<file path="src/rtl/dpot_pkg.sv">
package dpot_pkg;

  // operation codes carried in bits 7:4 of the command byte
  localparam logic [3:0] INS_RESTORE_ALL = 4'h1;
  localparam logic [3:0] INS_STEP        = 4'h2;
  localparam logic [3:0] INS_STORE_ALL   = 4'h8;
  localparam logic [3:0] INS_RD_WIPER    = 4'h9;
  localparam logic [3:0] INS_WR_WIPER    = 4'hA;
  localparam logic [3:0] INS_RD_REG      = 4'hB;
  localparam logic [3:0] INS_WR_REG      = 4'hC;
  localparam logic [3:0] INS_REG2WIPER   = 4'hD;
  localparam logic [3:0] INS_WIPER2REG   = 4'hE;

  typedef enum logic [2:0] {
    ST_IDLE, ST_ADDR, ST_CMD, ST_WDATA, ST_RDATA, ST_STREAM, ST_WAIT
  } eng_state_e;

  typedef enum logic [2:0] {
    OP_NONE, OP_RESTORE_ALL, OP_STORE_ALL, OP_WR_WIPER,
    OP_WR_REG, OP_R2W, OP_W2R, OP_STEP
  } op_kind_e;

  // identity byte hit: type nibble and strap nibble both equal
  function automatic logic f_addr_hit(input logic [7:0] b,
                                      input logic [3:0] dev_type,
                                      input logic [3:0] inst);
    return (b[7:4] == dev_type) && (b[3:0] == inst);
  endfunction

  // limit an incoming byte to the wiper range
  function automatic logic [7:0] f_clamp(input logic [7:0] v,
                                         input logic [7:0] mx);
    return (v > mx) ? mx : v;
  endfunction

  // one saturating step up or down
  function automatic logic [7:0] f_step(input logic [7:0] v,
                                        input logic up,
                                        input logic [7:0] mx);
    if (up) return (v >= mx) ? mx : v + 8'd1;
    else    return (v == 8'd0) ? 8'd0 : v - 8'd1;
  endfunction

endpackage

</file>
<file path="src/rtl/dpot_line_sync.sv">
module dpot_line_sync #(
  parameter int STAGES = 2
) (
  input  logic clk,
  input  logic rst_n,
  input  logic scl_i,
  input  logic sda_i,
  output logic scl_s,
  output logic sda_s,
  output logic scl_rise,
  output logic scl_fall,
  output logic start_evt,
  output logic stop_evt
);
  logic [STAGES-1:0] scl_q, sda_q;
  logic scl_d, sda_d;

  always_ff @(posedge clk or negedge rst_n) begin
    if (!rst_n) begin
      scl_q <= '1;
      sda_q <= '1;
      scl_d <= 1'b1;
      sda_d <= 1'b1;
    end else begin
      scl_q <= {scl_q[STAGES-2:0], scl_i};
      sda_q <= {sda_q[STAGES-2:0], sda_i};
      scl_d <= scl_q[STAGES-1];
      sda_d <= sda_q[STAGES-1];
    end
  end

  assign scl_s     = scl_q[STAGES-1];
  assign sda_s     = sda_q[STAGES-1];
  assign scl_rise  = scl_s & ~scl_d;
  assign scl_fall  = ~scl_s & scl_d;
  assign start_evt = scl_s & scl_d & sda_d & ~sda_s;
  assign stop_evt  = scl_s & scl_d & ~sda_d & sda_s;
endmodule

</file>
<file path="src/rtl/dpot_bus_engine.sv">
module dpot_bus_engine
  import dpot_pkg::*;
#(
  parameter logic [3:0] DEV_TYPE = 4'h9
) (
  input  logic       clk,
  input  logic       rst_n,
  input  logic       sda_s,
  input  logic       scl_rise,
  input  logic       scl_fall,
  input  logic       start_evt,
  input  logic       stop_evt,
  input  logic [3:0] inst_addr,
  input  logic [7:0] rd_wiper,
  input  logic [7:0] rd_reg,
  output logic [1:0] rd_pot_sel,
  output logic [1:0] rd_reg_sel,
  output logic       sda_oe,
  output eng_state_e state,
  output op_kind_e   op_kind,
  output logic [1:0] op_pot,
  output logic [1:0] op_reg,
  output logic [7:0] op_data,
  output logic       op_up
);
  eng_state_e after_ack;
  logic [3:0] cnt;
  logic [7:0] shreg, cmd_q, txbyte, txsh;
  logic       ack_ph, mack, sbit, pend;
  logic [3:0] ins;

  assign ins        = shreg[7:4];
  assign rd_pot_sel = shreg[3:2];
  assign rd_reg_sel = shreg[1:0];

  always_ff @(posedge clk or negedge rst_n) begin
    if (!rst_n) begin
      state     <= ST_IDLE;
      after_ack <= ST_WAIT;
      cnt       <= '0;
      shreg     <= '0;
      cmd_q     <= '0;
      txbyte    <= '0;
      txsh      <= '0;
      ack_ph    <= 1'b0;
      mack      <= 1'b1;
      sbit      <= 1'b0;
      pend      <= 1'b0;
      sda_oe    <= 1'b0;
      op_kind   <= OP_NONE;
      op_pot    <= '0;
      op_reg    <= '0;
      op_data   <= '0;
      op_up     <= 1'b0;
    end else begin
      op_kind <= OP_NONE;
      if (start_evt) begin
        state  <= ST_ADDR;
        cnt    <= '0;
        ack_ph <= 1'b0;
        pend   <= 1'b0;
        sda_oe <= 1'b0;
      end else if (stop_evt) begin
        state  <= ST_IDLE;
        cnt    <= '0;
        ack_ph <= 1'b0;
        pend   <= 1'b0;
        sda_oe <= 1'b0;
      end else begin
        case (state)
          ST_ADDR, ST_CMD, ST_WDATA: begin
            if (scl_rise && !ack_ph && cnt < 4'd8) begin
              shreg <= {shreg[6:0], sda_s};
              cnt   <= cnt + 4'd1;
            end
            if (scl_fall) begin
              if (ack_ph) begin
                // end of the acknowledge clock
                ack_ph <= 1'b0;
                cnt    <= '0;
                state  <= after_ack;
                sda_oe <= (after_ack == ST_RDATA) ? ~txbyte[7] : 1'b0;
                txsh   <= {txbyte[6:0], 1'b0};
              end else if (cnt == 4'd8) begin
                // a full byte is in
                if (state == ST_ADDR) begin
                  if (f_addr_hit(shreg, DEV_TYPE, inst_addr)) begin
                    sda_oe    <= 1'b1;
                    ack_ph    <= 1'b1;
                    after_ack <= ST_CMD;
                  end else begin
                    state <= ST_WAIT;
                  end
                end else if (state == ST_CMD) begin
                  sda_oe    <= 1'b1;
                  ack_ph    <= 1'b1;
                  cmd_q     <= shreg;
                  op_pot    <= shreg[3:2];
                  op_reg    <= shreg[1:0];
                  after_ack <= ST_WAIT;
                  case (ins)
                    INS_RD_WIPER: begin
                      txbyte    <= rd_wiper;
                      after_ack <= ST_RDATA;
                    end
                    INS_RD_REG: begin
                      txbyte    <= rd_reg;
                      after_ack <= ST_RDATA;
                    end
                    INS_WR_WIPER, INS_WR_REG: after_ack <= ST_WDATA;
                    INS_STEP:        after_ack <= ST_STREAM;
                    INS_RESTORE_ALL: op_kind <= OP_RESTORE_ALL;
                    INS_STORE_ALL:   op_kind <= OP_STORE_ALL;
                    INS_REG2WIPER:   op_kind <= OP_R2W;
                    INS_WIPER2REG:   op_kind <= OP_W2R;
                    default:         after_ack <= ST_WAIT;
                  endcase
                end else begin
                  sda_oe    <= 1'b1;
                  ack_ph    <= 1'b1;
                  after_ack <= ST_WAIT;
                  op_data   <= shreg;
                  op_pot    <= cmd_q[3:2];
                  op_reg    <= cmd_q[1:0];
                  op_kind   <= (cmd_q[7:4] == INS_WR_REG) ? OP_WR_REG : OP_WR_WIPER;
                end
              end
            end
          end
          ST_RDATA: begin
            if (scl_rise) begin
              if (cnt == 4'd8) mack <= sda_s;
              if (cnt < 4'd9) cnt <= cnt + 4'd1;
            end
            if (scl_fall) begin
              if (cnt >= 4'd1 && cnt < 4'd8) begin
                sda_oe <= ~txsh[7];
                txsh   <= {txsh[6:0], 1'b0};
              end else if (cnt == 4'd8) begin
                sda_oe <= 1'b0;
              end else if (cnt == 4'd9) begin
                if (!mack) begin
                  cnt    <= '0;
                  sda_oe <= ~txbyte[7];
                  txsh   <= {txbyte[6:0], 1'b0};
                end else begin
                  sda_oe <= 1'b0;
                  state  <= ST_WAIT;
                end
              end
            end
          end
          ST_STREAM: begin
            if (scl_rise) begin
              pend <= 1'b1;
              sbit <= sda_s;
            end
            if (scl_fall && pend) begin
              pend    <= 1'b0;
              op_kind <= OP_STEP;
              op_up   <= sbit;
              op_pot  <= cmd_q[3:2];
            end
          end
          default: ;
        endcase
      end
    end
  end
endmodule

</file>
<file path="src/rtl/dpot_store.sv">
module dpot_store
  import dpot_pkg::*;
#(
  parameter int NPOT    = 4,
  parameter int NREG    = 4,
  parameter int WIPER_W = 6
) (
  input  logic       clk,
  input  logic       rst_n,
  input  op_kind_e   op_kind,
  input  logic [1:0] op_pot,
  input  logic [1:0] op_reg,
  input  logic [7:0] op_data,
  input  logic       op_up,
  input  logic [1:0] rd_pot_sel,
  input  logic [1:0] rd_reg_sel,
  output logic [7:0] rd_wiper,
  output logic [7:0] rd_reg,
  output logic [NPOT-1:0][WIPER_W-1:0] wiper_all
);
  localparam int         WIPER_MAX = (1 << WIPER_W) - 1;
  localparam logic [7:0] MAX8      = 8'(WIPER_MAX);

  logic [NPOT-1:0][NREG-1:0][WIPER_W-1:0] nv_all;

  for (genvar p = 0; p < NPOT; p++) begin : g_pot
    localparam logic [1:0] ME = 2'(p);
    logic [WIPER_W-1:0]            wiper_r;
    logic [NREG-1:0][WIPER_W-1:0]  nv_r;
    logic                          hit;

    assign hit = (op_pot == ME);

    always_ff @(posedge clk or negedge rst_n) begin
      if (!rst_n) begin
        wiper_r <= '0;
        nv_r    <= '0;
      end else begin
        case (op_kind)
          OP_RESTORE_ALL: wiper_r <= nv_r[op_reg];
          OP_STORE_ALL:   nv_r[op_reg] <= wiper_r;
          OP_WR_WIPER: if (hit) wiper_r <= WIPER_W'(f_clamp(op_data, MAX8));
          OP_WR_REG:   if (hit) nv_r[op_reg] <= WIPER_W'(f_clamp(op_data, MAX8));
          OP_R2W:      if (hit) wiper_r <= nv_r[op_reg];
          OP_W2R:      if (hit) nv_r[op_reg] <= wiper_r;
          OP_STEP:     if (hit) wiper_r <= WIPER_W'(f_step(8'(wiper_r), op_up, MAX8));
          default: ;
        endcase
      end
    end

    assign wiper_all[p] = wiper_r;
    assign nv_all[p]    = nv_r;
  end

  assign rd_wiper = 8'(wiper_all[rd_pot_sel]);
  assign rd_reg   = 8'(nv_all[rd_pot_sel][rd_reg_sel]);
endmodule

</file>
<file path="src/rtl/dpot_top.sv">
module dpot_top
  import dpot_pkg::*;
#(
  parameter logic [3:0] DEV_TYPE    = 4'h9,
  parameter int         SYNC_STAGES = 2,
  parameter int         WIPER_W     = 6
) (
  input  logic                      clk,
  input  logic                      rst_n,
  input  logic                      scl_i,
  input  logic                      sda_i,
  input  logic [3:0]                inst_addr_i,
  output logic                      sda_oe_o,
  output logic [4*WIPER_W-1:0]      wiper_o
);
  localparam int SEL_W = 2;
  localparam int NPOT  = 1 << SEL_W;
  localparam int NREG  = 1 << SEL_W;

  logic scl_s, sda_s, scl_rise, scl_fall, start_evt, stop_evt;
  logic [1:0] rd_pot_sel, rd_reg_sel, op_pot, op_reg;
  logic [7:0] rd_wiper, rd_reg, op_data;
  logic       op_up;
  eng_state_e eng_state;
  op_kind_e   op_kind;
  logic [NPOT-1:0][WIPER_W-1:0] wiper_all;

  dpot_line_sync #(.STAGES(SYNC_STAGES)) sync_i (
    .clk(clk), .rst_n(rst_n), .scl_i(scl_i), .sda_i(sda_i),
    .scl_s(scl_s), .sda_s(sda_s), .scl_rise(scl_rise), .scl_fall(scl_fall),
    .start_evt(start_evt), .stop_evt(stop_evt)
  );

  dpot_bus_engine #(.DEV_TYPE(DEV_TYPE)) eng_i (
    .clk(clk), .rst_n(rst_n), .sda_s(sda_s), .scl_rise(scl_rise),
    .scl_fall(scl_fall), .start_evt(start_evt), .stop_evt(stop_evt),
    .inst_addr(inst_addr_i), .rd_wiper(rd_wiper), .rd_reg(rd_reg),
    .rd_pot_sel(rd_pot_sel), .rd_reg_sel(rd_reg_sel), .sda_oe(sda_oe_o),
    .state(eng_state), .op_kind(op_kind), .op_pot(op_pot), .op_reg(op_reg),
    .op_data(op_data), .op_up(op_up)
  );

  dpot_store #(.NPOT(NPOT), .NREG(NREG), .WIPER_W(WIPER_W)) store_i (
    .clk(clk), .rst_n(rst_n), .op_kind(op_kind), .op_pot(op_pot),
    .op_reg(op_reg), .op_data(op_data), .op_up(op_up),
    .rd_pot_sel(rd_pot_sel), .rd_reg_sel(rd_reg_sel),
    .rd_wiper(rd_wiper), .rd_reg(rd_reg), .wiper_all(wiper_all)
  );

  assign wiper_o = wiper_all;
endmodule

</file>
<file path="config.mk">
export PLATFORM = sky130hd
export DESIGN_NAME = dpot_top
export DESIGN_NICKNAME = d
export VERILOG_FILES = /design/src/rtl/dpot_pkg.sv /design/src/rtl/dpot_line_sync.sv /design/src/rtl/dpot_bus_engine.sv /design/src/rtl/dpot_store.sv /design/src/rtl/dpot_top.sv
export SDC_FILE = /design/constraint.sdc
export NUM_CORES = 1
export LEC_CHECK = 0
export ABC_AREA = 0
export BUFFER_PORTS_ARGS = -buffer_cell sky130_fd_sc_hd__buf_2
export CORE_MARGIN = 4
export CORE_UTILIZATION = 56
export CTS_CLUSTER_DIAMETER = 200
export DETAILED_ROUTE_END_ITERATION = 7
export PLACE_DENSITY = 0.73
export SYNTH_ARGS = -nofsm -noshare
export SYNTH_HDL_FRONTEND = slang
export SYNTH_HIERARCHICAL = 1
export SYNTH_SLANG_ARGS = --single-unit
</file>
<file path="constraint.sdc">
create_clock -name clk -period 3.33 [get_ports clk]
set_input_delay 0.1665 -clock clk [delete_from_list [all_inputs] [get_ports clk]]
set_output_delay 0.1665 -clock clk [all_outputs]
set_load 0.01 [all_outputs]
</file>
==> impl_metrics.py, run 1 <==
metrics = {
    "run_status": {
        "outcome": "finished clean",
    },
    "logic_synthesis": {
        "yosys-top-cells-area": "dfrtp_1 39%, mux2_2 13%, mux4_2 12%, nor2_1 3.3%, a21oi_1 2.5%",
        "syn_area_sq_um": 11500,
        "synth_xor_area_share_pct": 1.29,
        "yosys.area_share.simple_pct": 14.0,
        "ys_async_sr_fraction_pct": 100,
        "synth_ff_type": "dfrtp_1",
        "synthAdderAreaFrac_pct": 1.74,
        "post_synth.cell_area_avg_sq_um": 10.9,
        "synth_edf_count": 0,
        "netlist_top_cells_count": "179 x dfrtp_1, 130 x mux2_2, 102 x nor2_1",
        "synth_top_family_by_area": "multiplexers",
        "syn_inst": 1054,
        "ys_warn_count": 6,
        "ys_ff_latch": 188,
        "muxShareOfSynthArea_pct": 25.8,
        "yosysMostFrequentCell": "dfrtp_1",
        "synth_area_leader_cell": "dfrtp_1",
        "ys_seq_area_share_pct": 41.0,
        "ys_types": 78,
        "synthDominantCellAreaShare_pct": 38.9,
        "synth_compound_area_share_pct": 12.3,
    },
    "layout": {
        "drive_gt1_share_pct": 29.1,
        "diodes": 0,
        "nets": 1091,
        "top_register": "store_i/g_pot.nv_r",
        "final_area_sq_um": 12600,
        "largest_reg_flops": 96,
        "final_cells": 1349,
        "area_growth_pct": 9.35,
        "top_regs": "store_i/g_pot.nv_r x96, store_i/g_pot.wiper_r x24",
        "final_util_pct": 62.2,
    },
    "sta": {
        "rsz0062_at_grt": "false",
        "worst_slew_pin_slew_ps": 982,
        "setup_viol": 0,
        "setup_ws_ps": 511,
        "fmax_mhz": 355,
        "drv_slew": 0,
        "min_period_ps": 2820,
        "fin_skew_ps": 8.47,
        "fin_setup_tns_ps": 0,
        "hold_viol": 0,
        "timing.final.crit_share_pct": 84.7,
        "whs_ps": 303,
        "maxSlewHeadroom_pct": 33.8,
    },
    "cts": {
        "numCtsBuffers": 17,
        "postCtsSetupBuffers": 0,
        "insertion_delay_ps": 440,
        "cts_root_buf": "clkbuf_16",
        "cts_resized": 0,
        "cts_hold_buf": 3,
        "clk_pin_slew_ps": 70,
        "cts_buffer_depth": 2,
        "cts_tree": "done",
        "h-tree-depth": 4,
        "cts_sinks": 188,
    },
    "floorplanning": {
        "start_util_pct": 56.9,
        "ios": 33,
        "dieArea_sq_um": 22900,
        "core_sq_um": 20200,
        "rows": 52,
        "dieHeight_um": 151,
        "fp.dieW_um": 151,
    },
    "worst_setup_path": {
        "slowest_delay_ps": 790,
        "path_class": "register to register",
        "cp_top_family": "simple AND/OR/NAND/NOR gates",
        "worstPathMaxFanout": 16,
        "reg2regPathDepth": 7,
        "cp_slowest_cell": "or4_1",
        "worstSetupStartpointType": "register",
        "cp.required_ps": 3690,
        "reg2reg_to": "eng_i/txbyte[0]$_DFFE_PN0P_",
        "r2r_start": "eng_i/cnt[1]$_DFFE_PN0P_",
        "crit_arrival_ps": 3180,
        "cp-end-kind": "register",
        "critPathBufInv": 1,
        "r2r_slack_ps": 510,
        "cp_cell_sequence": "inv_1, ha_1, nand4b_1, or4_1, nor3_4, nor2_1, a21oi_1",
    },
    "place": {
        "place.gp.congestion": 0.954,
        "postPlaceCellArea_sq_um": 11900,
        "place_ws_ps": 565,
        "place_inst": 1315,
        "dp_hpwl_um": 23600,
        "io_buffers": 32,
    },
    "worst_hold_path": {
        "min_path_type": "input pin to async pin",
    },
    "power_and_ir_drop": {
        "clkPwrFrac_pct": 35.4,
        "p_switching_mw": 1.99,
        "p_leak_nw": 5.47,
        "pwr_density_cell_nw_per_um2": 493,
        "combinationalPowerShare_pct": 21.2,
        "power_mw": 6.20,
        "power_frac_seq_pct": 43.3,
        "internal-power_mw": 4.21,
        "vdd_drop_max_uv": 320,
        "switching_share_pct": 32.1,
    },
    "route": {
        "wl_um": 32900,
        "vias": 9098,
        "first_pass_iters": 6,
        "drt_iter0_drc": 1295,
        "routedWlPerCell_um": 24.4,
        "viasPerCell": 6.74,
        "antenna_left": 0,
        "drc": 0,
    },
    "global_routing": {
        "grt_pass1_wl_um": 51500,
        "grt_overflow": 0,
        "antenna_found_initial": 0,
        "grt_max_degree": 91,
        "first_global_vias": 8590,
        "grt.total_usage_pct": 29.9,
    },
    "flow_run": {
        "cap_violations": 0,
    },
}
## logic make-up after synthesis
kind of cell | count (synthesis)
DFF | 188
AOI/OAI and AO/OA | 211
xor gates and xnor gates | 17
adders and majority gates | 16
buffers and inverters | 103
other | 1
and+or+nand+nor | 312
muxes | 206
## worst max-delay path by stage
stage / start / endpoint / slack [ps] / cells past startpoint
after floorplan: sync_i/sda_q[1]$_DFF_PN1_ / eng_i/txbyte[5]$_DFFE_PN0P_ / 1030 / 8
after global placement: eng_i/cnt[1]$_DFFE_PN0P_ / eng_i/txbyte[5]$_DFFE_PN0P_ / 650 / 7
after detailed placement: eng_i/cnt[1]$_DFFE_PN0P_ / eng_i/txbyte[0]$_DFFE_PN0P_ / 560 / 7
after CTS: eng_i/cnt[1]$_DFFE_PN0P_ / eng_i/txbyte[0]$_DFFE_PN0P_ / 540 / 7
after global routing: eng_i/cnt[1]$_DFFE_PN0P_ / eng_i/txbyte[7]$_DFFE_PN0P_ / 300 / 7
final: eng_i/cnt[1]$_DFFE_PN0P_ / eng_i/txbyte[0]$_DFFE_PN0P_ / 510 / 7
## area by class of cell
| cell class | count | area (sq um) |
|---|---|---|
| Clock buffer | 17 | 425 |
| Clock inverter | 14 | 199 |
| Fill cell | 1571 | 7650 |
| Sequential cell | 188 | 4720 |
| Timing Repair Buffer | 67 | 452 |
| Multi-Input combinational cell | 766 | 6350 |
| Tap cell | 270 | 338 |
| Inverter | 27 | 101 |
## routing by layer
metal  routed length, um  vias up  GRT usage (%)
met5                   0        -              0
met4                 864        0           8.66
met3                3880       72           8.35
met2               14400      569           43.4
met1               13700     4500           44.2
li1                    -     3957              -
## placed cells by master (no fill, tap or decap), types with 11 or more instances in the layout
| cell | instances |
|---|---|
| nor2_1 | 102 |
| xnor2_1 | 11 |
| mux4_2 | 59 |
| a21boi_0 | 14 |
| o21ai_0 | 37 |
| dfrtp_1 | 177 |
| inv_1 | 27 |
| nand2_1 | 59 |
| mux2i_1 | 15 |
| mux2_2 | 130 |
| o21a_1 | 14 |
| buf_2 | 31 |
| a21oi_1 | 57 |
| buf_4 | 31 |
| nand2b_1 | 12 |
| nand3_1 | 26 |
| nor3_1 | 27 |
| ha_1 | 16 |
| clkbuf_16 | 17 |
## power by group through the flow
stage	Sequential, mW	Clock [mW]	Combinational, mW
after global routing	2.72	2.32	1.43
after detailed placement	2.73	0	1.29
after CTS	2.69	2.22	1.31
after global placement	2.73	0	1.28
after floorplan	2.53	0	1.13
final	2.69	2.20	1.32
Power figures use the tool's default switching activity.
==> run 2, diff against run 1 <==
--- a/config.mk
+++ b/config.mk
@@ -11,7 +11,7 @@
 export CORE_UTILIZATION = 56
 export CTS_CLUSTER_DIAMETER = 200
 export DETAILED_ROUTE_END_ITERATION = 7
-export PLACE_DENSITY = 0.73
+export PLACE_DENSITY = 0.76
 export SYNTH_ARGS = -nofsm -noshare
 export SYNTH_HDL_FRONTEND = slang
 export SYNTH_HIERARCHICAL = 1
==> constraint.sdc (replaced) <==
create_clock -name clk -period 2.5 [get_ports clk]
set_input_delay 0.125 -clock clk [delete_from_list [all_inputs] [get_ports clk]]
set_output_delay 0.125 -clock clk [all_outputs]
set_load 0.01 [all_outputs]
==> impl_metrics.py, run 2 (same netlist as run 1, synthesis figures left out) <==
metrics = {
    "run_status": {
        "outcome": "finished clean",
    },
    "worst_setup_path": {
        "cp-end-kind": "register",
        "cp.required_ps": 2860,
        "worstPathMaxFanout": 16,
        "r2r_slack_ps": 160,
        "worstSetupStartpointType": "register",
        "path_class": "register to register",
        "crit_arrival_ps": 2700,
    },
    "route": {
        "first_pass_iters": 6,
        "routedWlPerCell_um": 24.3,
        "drt_iter0_drc": 1010,
        "wl_met3_um": 4000,
        "top_layer_used": "met4",
        "wl_um": 34100,
        "viasPerCell": 6.66,
        "drc": 0,
        "vias": 9374,
        "wl_met1_um": 13900,
        "wl_met2_um": 15400,
        "antenna_left": 0,
    },
    "cts": {
        "h-tree-depth": 4,
        "cts_sinks": 188,
        "cts_buffer_depth": 2,
        "cts_root_buf": "clkbuf_16",
        "clk_pin_slew_ps": 80,
        "cts_tree": "done",
        "numCtsBuffers": 17,
        "insertion_delay_ps": 440,
        "cts_resized": 0,
    },
    "floorplanning": {
        "start_util_pct": 56.9,
        "fp.dieW_um": 151,
        "ios": 33,
        "rows": 52,
        "core_sq_um": 20200,
        "dieHeight_um": 151,
        "dieArea_sq_um": 22900,
    },
    "global_routing": {
        "grt_overflow": 0,
        "grt.total_usage_pct": 31.0,
        "antenna_found_initial": 1,
        "first_global_vias": 9235,
        "grt_max_degree": 82,
        "grt_pass1_wl_um": 53700,
    },
    "sta": {
        "rsz0062_at_grt": "false",
        "setup_viol": 0,
        "drv_slew": 0,
        "hold_viol": 0,
        "maxSlewHeadroom_pct": 39.4,
        "fin_skew_ps": 11.1,
        "worst_slew_pin_slew_ps": 900,
        "setup_ws_ps": 159,
        "fmax_mhz": 427,
        "min_period_ps": 2340,
        "timing.final.crit_share_pct": 93.6,
        "fin_setup_tns_ps": 0,
    },
    "layout": {
        "final_util_pct": 64.5,
        "area_growth_pct": 13.4,
        "fillCellCount": 1579,
        "drive_gt1_share_pct": 32.7,
        "final_cells": 1408,
        "final_common_cell": "dfrtp_1",
        "nets": 1148,
        "largest_reg_flops": 96,
        "layout_common_cells": "177 x dfrtp_1, 130 x mux2_2, 102 x nor2_1",
        "top_register": "store_i/g_pot.nv_r",
        "top_regs": "store_i/g_pot.nv_r x96, store_i/g_pot.wiper_r x24",
    },
    "flow_run": {
        "cap_violations": 0,
    },
    "place": {
        "place_inst": 1372,
        "io_buffers": 32,
        "place_ws_ps": 211,
        "place.gp.congestion": 0.988,
        "dp_hpwl_um": 25000,
    },
    "power_and_ir_drop": {
        "power_mw": 8.38,
        "vdd_drop_max_uv": 463,
        "p_leak_nw": 5.78,
        "pwr_density_cell_nw_per_um2": 642,
    },
    "worst_hold_path": {
        "min_path_type": "input pin to async pin",
    },
}
==> run 2: cell types whose count changed in the layout (fill, tap and decap cells not counted) <==
cell | before | now
buf_4 | 31 | 84
buf_12 | 1 | 5
bufinv_16 | 3 | 0
clkinv_8 | 1 | 3
clkinvlp_4 | 2 | 0
inv_12 | 0 | 2
inv_8 | 3 | 5
diode_2 | 0 | 1
==> run 2: area by class of cell <==
class,instances,area [sq um],area share (%)
inverters,27,101,0.777
flip-flops and latches,188,4720,36.2
repair buffers,124,930,7.12
well taps,270,338,2.59
clock buffers,17,425,3.26
multi-input cells,766,6350,48.7
diodes,1,2.50,0.0192
clock inverters,15,181,1.39
==> run 2: what timing repair did <==
action | in CTS | in global routing
hold endpoints to repair | 76 | 0
endpoints found under the setup margin | 0 | 0
hold buffers | 3 | 0
buffers inserted | 0 | 0
==> run 2: stage by stage <==
stage          hold WS, ps  cell area (sq um)
2_1_floorplan         -171              11500
3_3_place_gp           204              12400
3_5_place_dp           212              12400
4_1_cts                314              13000
5_1_grt                327              13000
6_report               272              13100
==> run 2: final timing paths <==
path | startpoint | to | cells after the start
max | sync_i/sda_q[1]$_DFF_PN1_ | eng_i/txbyte[3]$_DFFE_PN0P_ | 7
min | rst_n | store_i/g_pot[1].wiper_r[3]$_DFFE_PN0P_ | 2
max reg2reg | sync_i/sda_q[1]$_DFF_PN1_ | eng_i/txbyte[3]$_DFFE_PN0P_ | 7
min reg2reg | sync_i/scl_q[0]$_DFF_PN1_ | sync_i/scl_q[1]$_DFF_PN1_ | 0
max in group asynchronous | rst_n | sync_i/scl_d$_DFF_PN1_ | 3
min in group clk | sda_i | sync_i/sda_q[0]$_DFF_PN1_ | 2
==> run 2: where the power goes <==
group	switching [mW]	leakage, nW	internal, mW	total, mW
registers	0.228	2.56	3.19	3.42
logic	1.19	2.92	0.980	2.17
clock network	1.41	0.297	1.37	2.79
==> run 2: per-layer routing <==
metal  track usage [%]  vias up
li1                  -     4074
met1              44.0     4697
met2              45.8      536
met3              9.84       67
met4              9.52        0
met5                 0        -
==> run 2: critical path: stages (launching register included) <==
cell,delay [ps]
dfstp_2,580
and4b_1,230
or2_0,220
or4_1,620
nor3_4,190
buf_4,230
nor2_1,60
a21oi_1,120
==> run 3, diff against run 2 <==
--- a/config.mk
+++ b/config.mk
@@ -7,11 +7,13 @@
 export LEC_CHECK = 0
 export ABC_AREA = 0
 export BUFFER_PORTS_ARGS = -buffer_cell sky130_fd_sc_hd__buf_2
+export CELL_PAD_IN_SITES_DETAIL_PLACEMENT = 1
+export CELL_PAD_IN_SITES_GLOBAL_PLACEMENT = 1
 export CORE_MARGIN = 4
-export CORE_UTILIZATION = 56
+export CORE_UTILIZATION = 46
 export CTS_CLUSTER_DIAMETER = 200
 export DETAILED_ROUTE_END_ITERATION = 7
-export PLACE_DENSITY = 0.76
+export PLACE_DENSITY_LB_ADDON = 0.1
 export SYNTH_ARGS = -nofsm -noshare
 export SYNTH_HDL_FRONTEND = slang
 export SYNTH_HIERARCHICAL = 1
==> impl_metrics.py, run 3 (same netlist as run 1, synthesis figures left out) <==
metrics = {
    "sta": {
        "rsz0062_at_grt": "false",
        "fin_skew_ps": 14.0,
        "setup_viol": 0,
        "timing.final.crit_share_pct": 93.5,
        "fmax_mhz": 428,
        "maxSlewHeadroom_pct": 32.5,
        "drv_slew": 0,
        "min_period_ps": 2340,
        "fin_setup_tns_ps": 0,
        "hold_viol": 0,
        "worst_slew_pin_slew_ps": 1000,
    },
    "place": {
        "postPlaceCellArea_sq_um": 12500,
        "io_buffers": 32,
        "dp_hpwl_um": 28900,
        "place.gp.congestion": 0.897,
    },
    "layout": {
        "final_common_cell": "dfrtp_1",
        "layout_common_cells": "177 x dfrtp_1, 130 x mux2_2, 102 x nor2_1",
        "final_area_sq_um": 13100,
        "top_regs": "store_i/g_pot.nv_r x96, store_i/g_pot.wiper_r x24",
        "top_register": "store_i/g_pot.nv_r",
        "area_growth_pct": 13.8,
        "diodes": 0,
        "nets": 1148,
        "largest_reg_flops": 96,
        "drive_gt1_share_pct": 32.7,
    },
    "cts": {
        "cts_root_buf": "clkbuf_16",
        "h-tree-depth": 4,
        "numCtsBuffers": 17,
        "insertion_delay_ps": 440,
        "clk_pin_slew_ps": 80,
        "cts_tree": "done",
        "cts_sinks": 188,
        "cts_buffer_depth": 2,
        "postCtsSetupBuffers": 0,
    },
    "worst_setup_path": {
        "crit_arrival_ps": 2700,
        "path_class": "register to register",
        "crit_cells": 7,
        "slowest_delay_ps": 600,
        "cp_cell_sequence": "and4b_1, or2_0, or4_1, nor3_4, buf_4, nor2_1, a21oi_1",
        "worstSetupStartpointType": "register",
        "cp_top_family": "simple AND/OR/NAND/NOR gates",
        "cp.required_ps": 2860,
        "critPathBufInv": 1,
        "reg2regPathDepth": 7,
        "cp-end-kind": "register",
        "cp_slowest_cell": "or4_1",
        "worstPathMaxFanout": 16,
    },
    "route": {
        "routedWlPerCell_um": 26.6,
        "wl_um": 38800,
        "vias": 9329,
        "drt_iter0_drc": 820,
        "antenna_left": 0,
        "drc": 0,
        "first_pass_iters": 5,
        "viasPerCell": 6.39,
    },
    "power_and_ir_drop": {
        "pwr_density_cell_nw_per_um2": 638,
        "p_leak_nw": 5.76,
        "vdd_drop_max_uv": 375,
    },
    "floorplanning": {
        "ios": 33,
        "rows": 57,
        "start_util_pct": 47.1,
        "fp.dieW_um": 166,
        "core_sq_um": 24500,
        "dieHeight_um": 166,
        "dieArea_sq_um": 27600,
    },
    "flow_run": {
        "cap_violations": 0,
    },
    "global_routing": {
        "grt_overflow": 0,
        "grt_pass1_wl_um": 60400,
        "first_global_vias": 9675,
        "grt_max_degree": 74,
        "grt.total_usage_pct": 28.2,
        "antenna_found_initial": 1,
    },
    "run_status": {
        "outcome": "finished clean",
    },
    "worst_hold_path": {
        "min_path_type": "input pin to async pin",
    },
}
==> run 3: cell types whose count changed in the layout (fill, tap and decap cells not counted), sizes merged <==
| cell | before | now |
|---|---|---|
| diode | 1 | 0 |
| clkbuf | 18 | 19 |
| clkinv | 4 | 6 |
| clkinvlp | 0 | 1 |
| inv | 38 | 34 |
==> run 3: layer usage <==
metal,track usage [%],wire (um)
met1,41.0,17700
met3,5.83,2620
met5,0,13
met2,42.7,17500
met4,8.36,1030
==> run 3: cell type report <==
cell class / instances / area [sq um]
multi-input combinational: 766 / 6360
inverter: 27 / 101
timing repair buffer: 124 / 930
clock buffer: 18 / 429
sequential: 188 / 4720
tap: 324 / 405
fill: 2666 / 11400
clock inverter: 14 / 155
==> run 3: worst paths after layout <==
check,startpoint,endpoint,slack [ps]
max in group asynchronous,rst_n,store_i/g_pot[1].nv_r[5]$_DFFE_PN0P_,1580
min in group clk,sda_i,sync_i/sda_q[0]$_DFF_PN1_,330
hold / removal,rst_n,eng_i/cnt[0]$_DFFE_PN0P_,160
setup / recovery,sync_i/sda_q[1]$_DFF_PN1_,eng_i/txbyte[0]$_DFFE_PN0P_,160
hold reg to reg,sync_i/scl_q[0]$_DFF_PN1_,sync_i/scl_q[1]$_DFF_PN1_,360
setup reg to reg,sync_i/sda_q[1]$_DFF_PN1_,eng_i/txbyte[0]$_DFFE_PN0P_,160
==> run 3: worst reg2reg max path: stages, from the launching register on <==
cell and delay [ps]:
dfstp_2 580, and4b_1 230, or2_0 230, or4_1 600
nor3_4 200, buf_4 250, nor2_1 80, a21oi_1 120
==> run 3: report_power, final <==
group	leakage, nW	internal, mW	switching, mW
Combinational	2.91	0.975	1.23
Sequential	2.56	3.19	0.222
Clock	0.281	1.34	1.40
==> run 3: timing repair <==
action / in CTS / in global routing
hold buffers: 3 / 0
endpoints found under the hold margin: 44 / 0
endpoints found under the setup margin: 0 / 8
resized for setup: 0 / 1
==> run 3: through the flow <==
step,hold slack [ps],setup WS [ps],cells,power (mW),util [%]
floorplan,-171,201,1057,4.88,-
global placement,81.0,229,1426,5.62,51.0
detailed placement,82.0,172,1426,5.66,51.0
CTS,171,124,1461,8.40,53.5
global route,186,25.9,1461,8.76,53.5
finish,157,163,1461,8.35,53.5
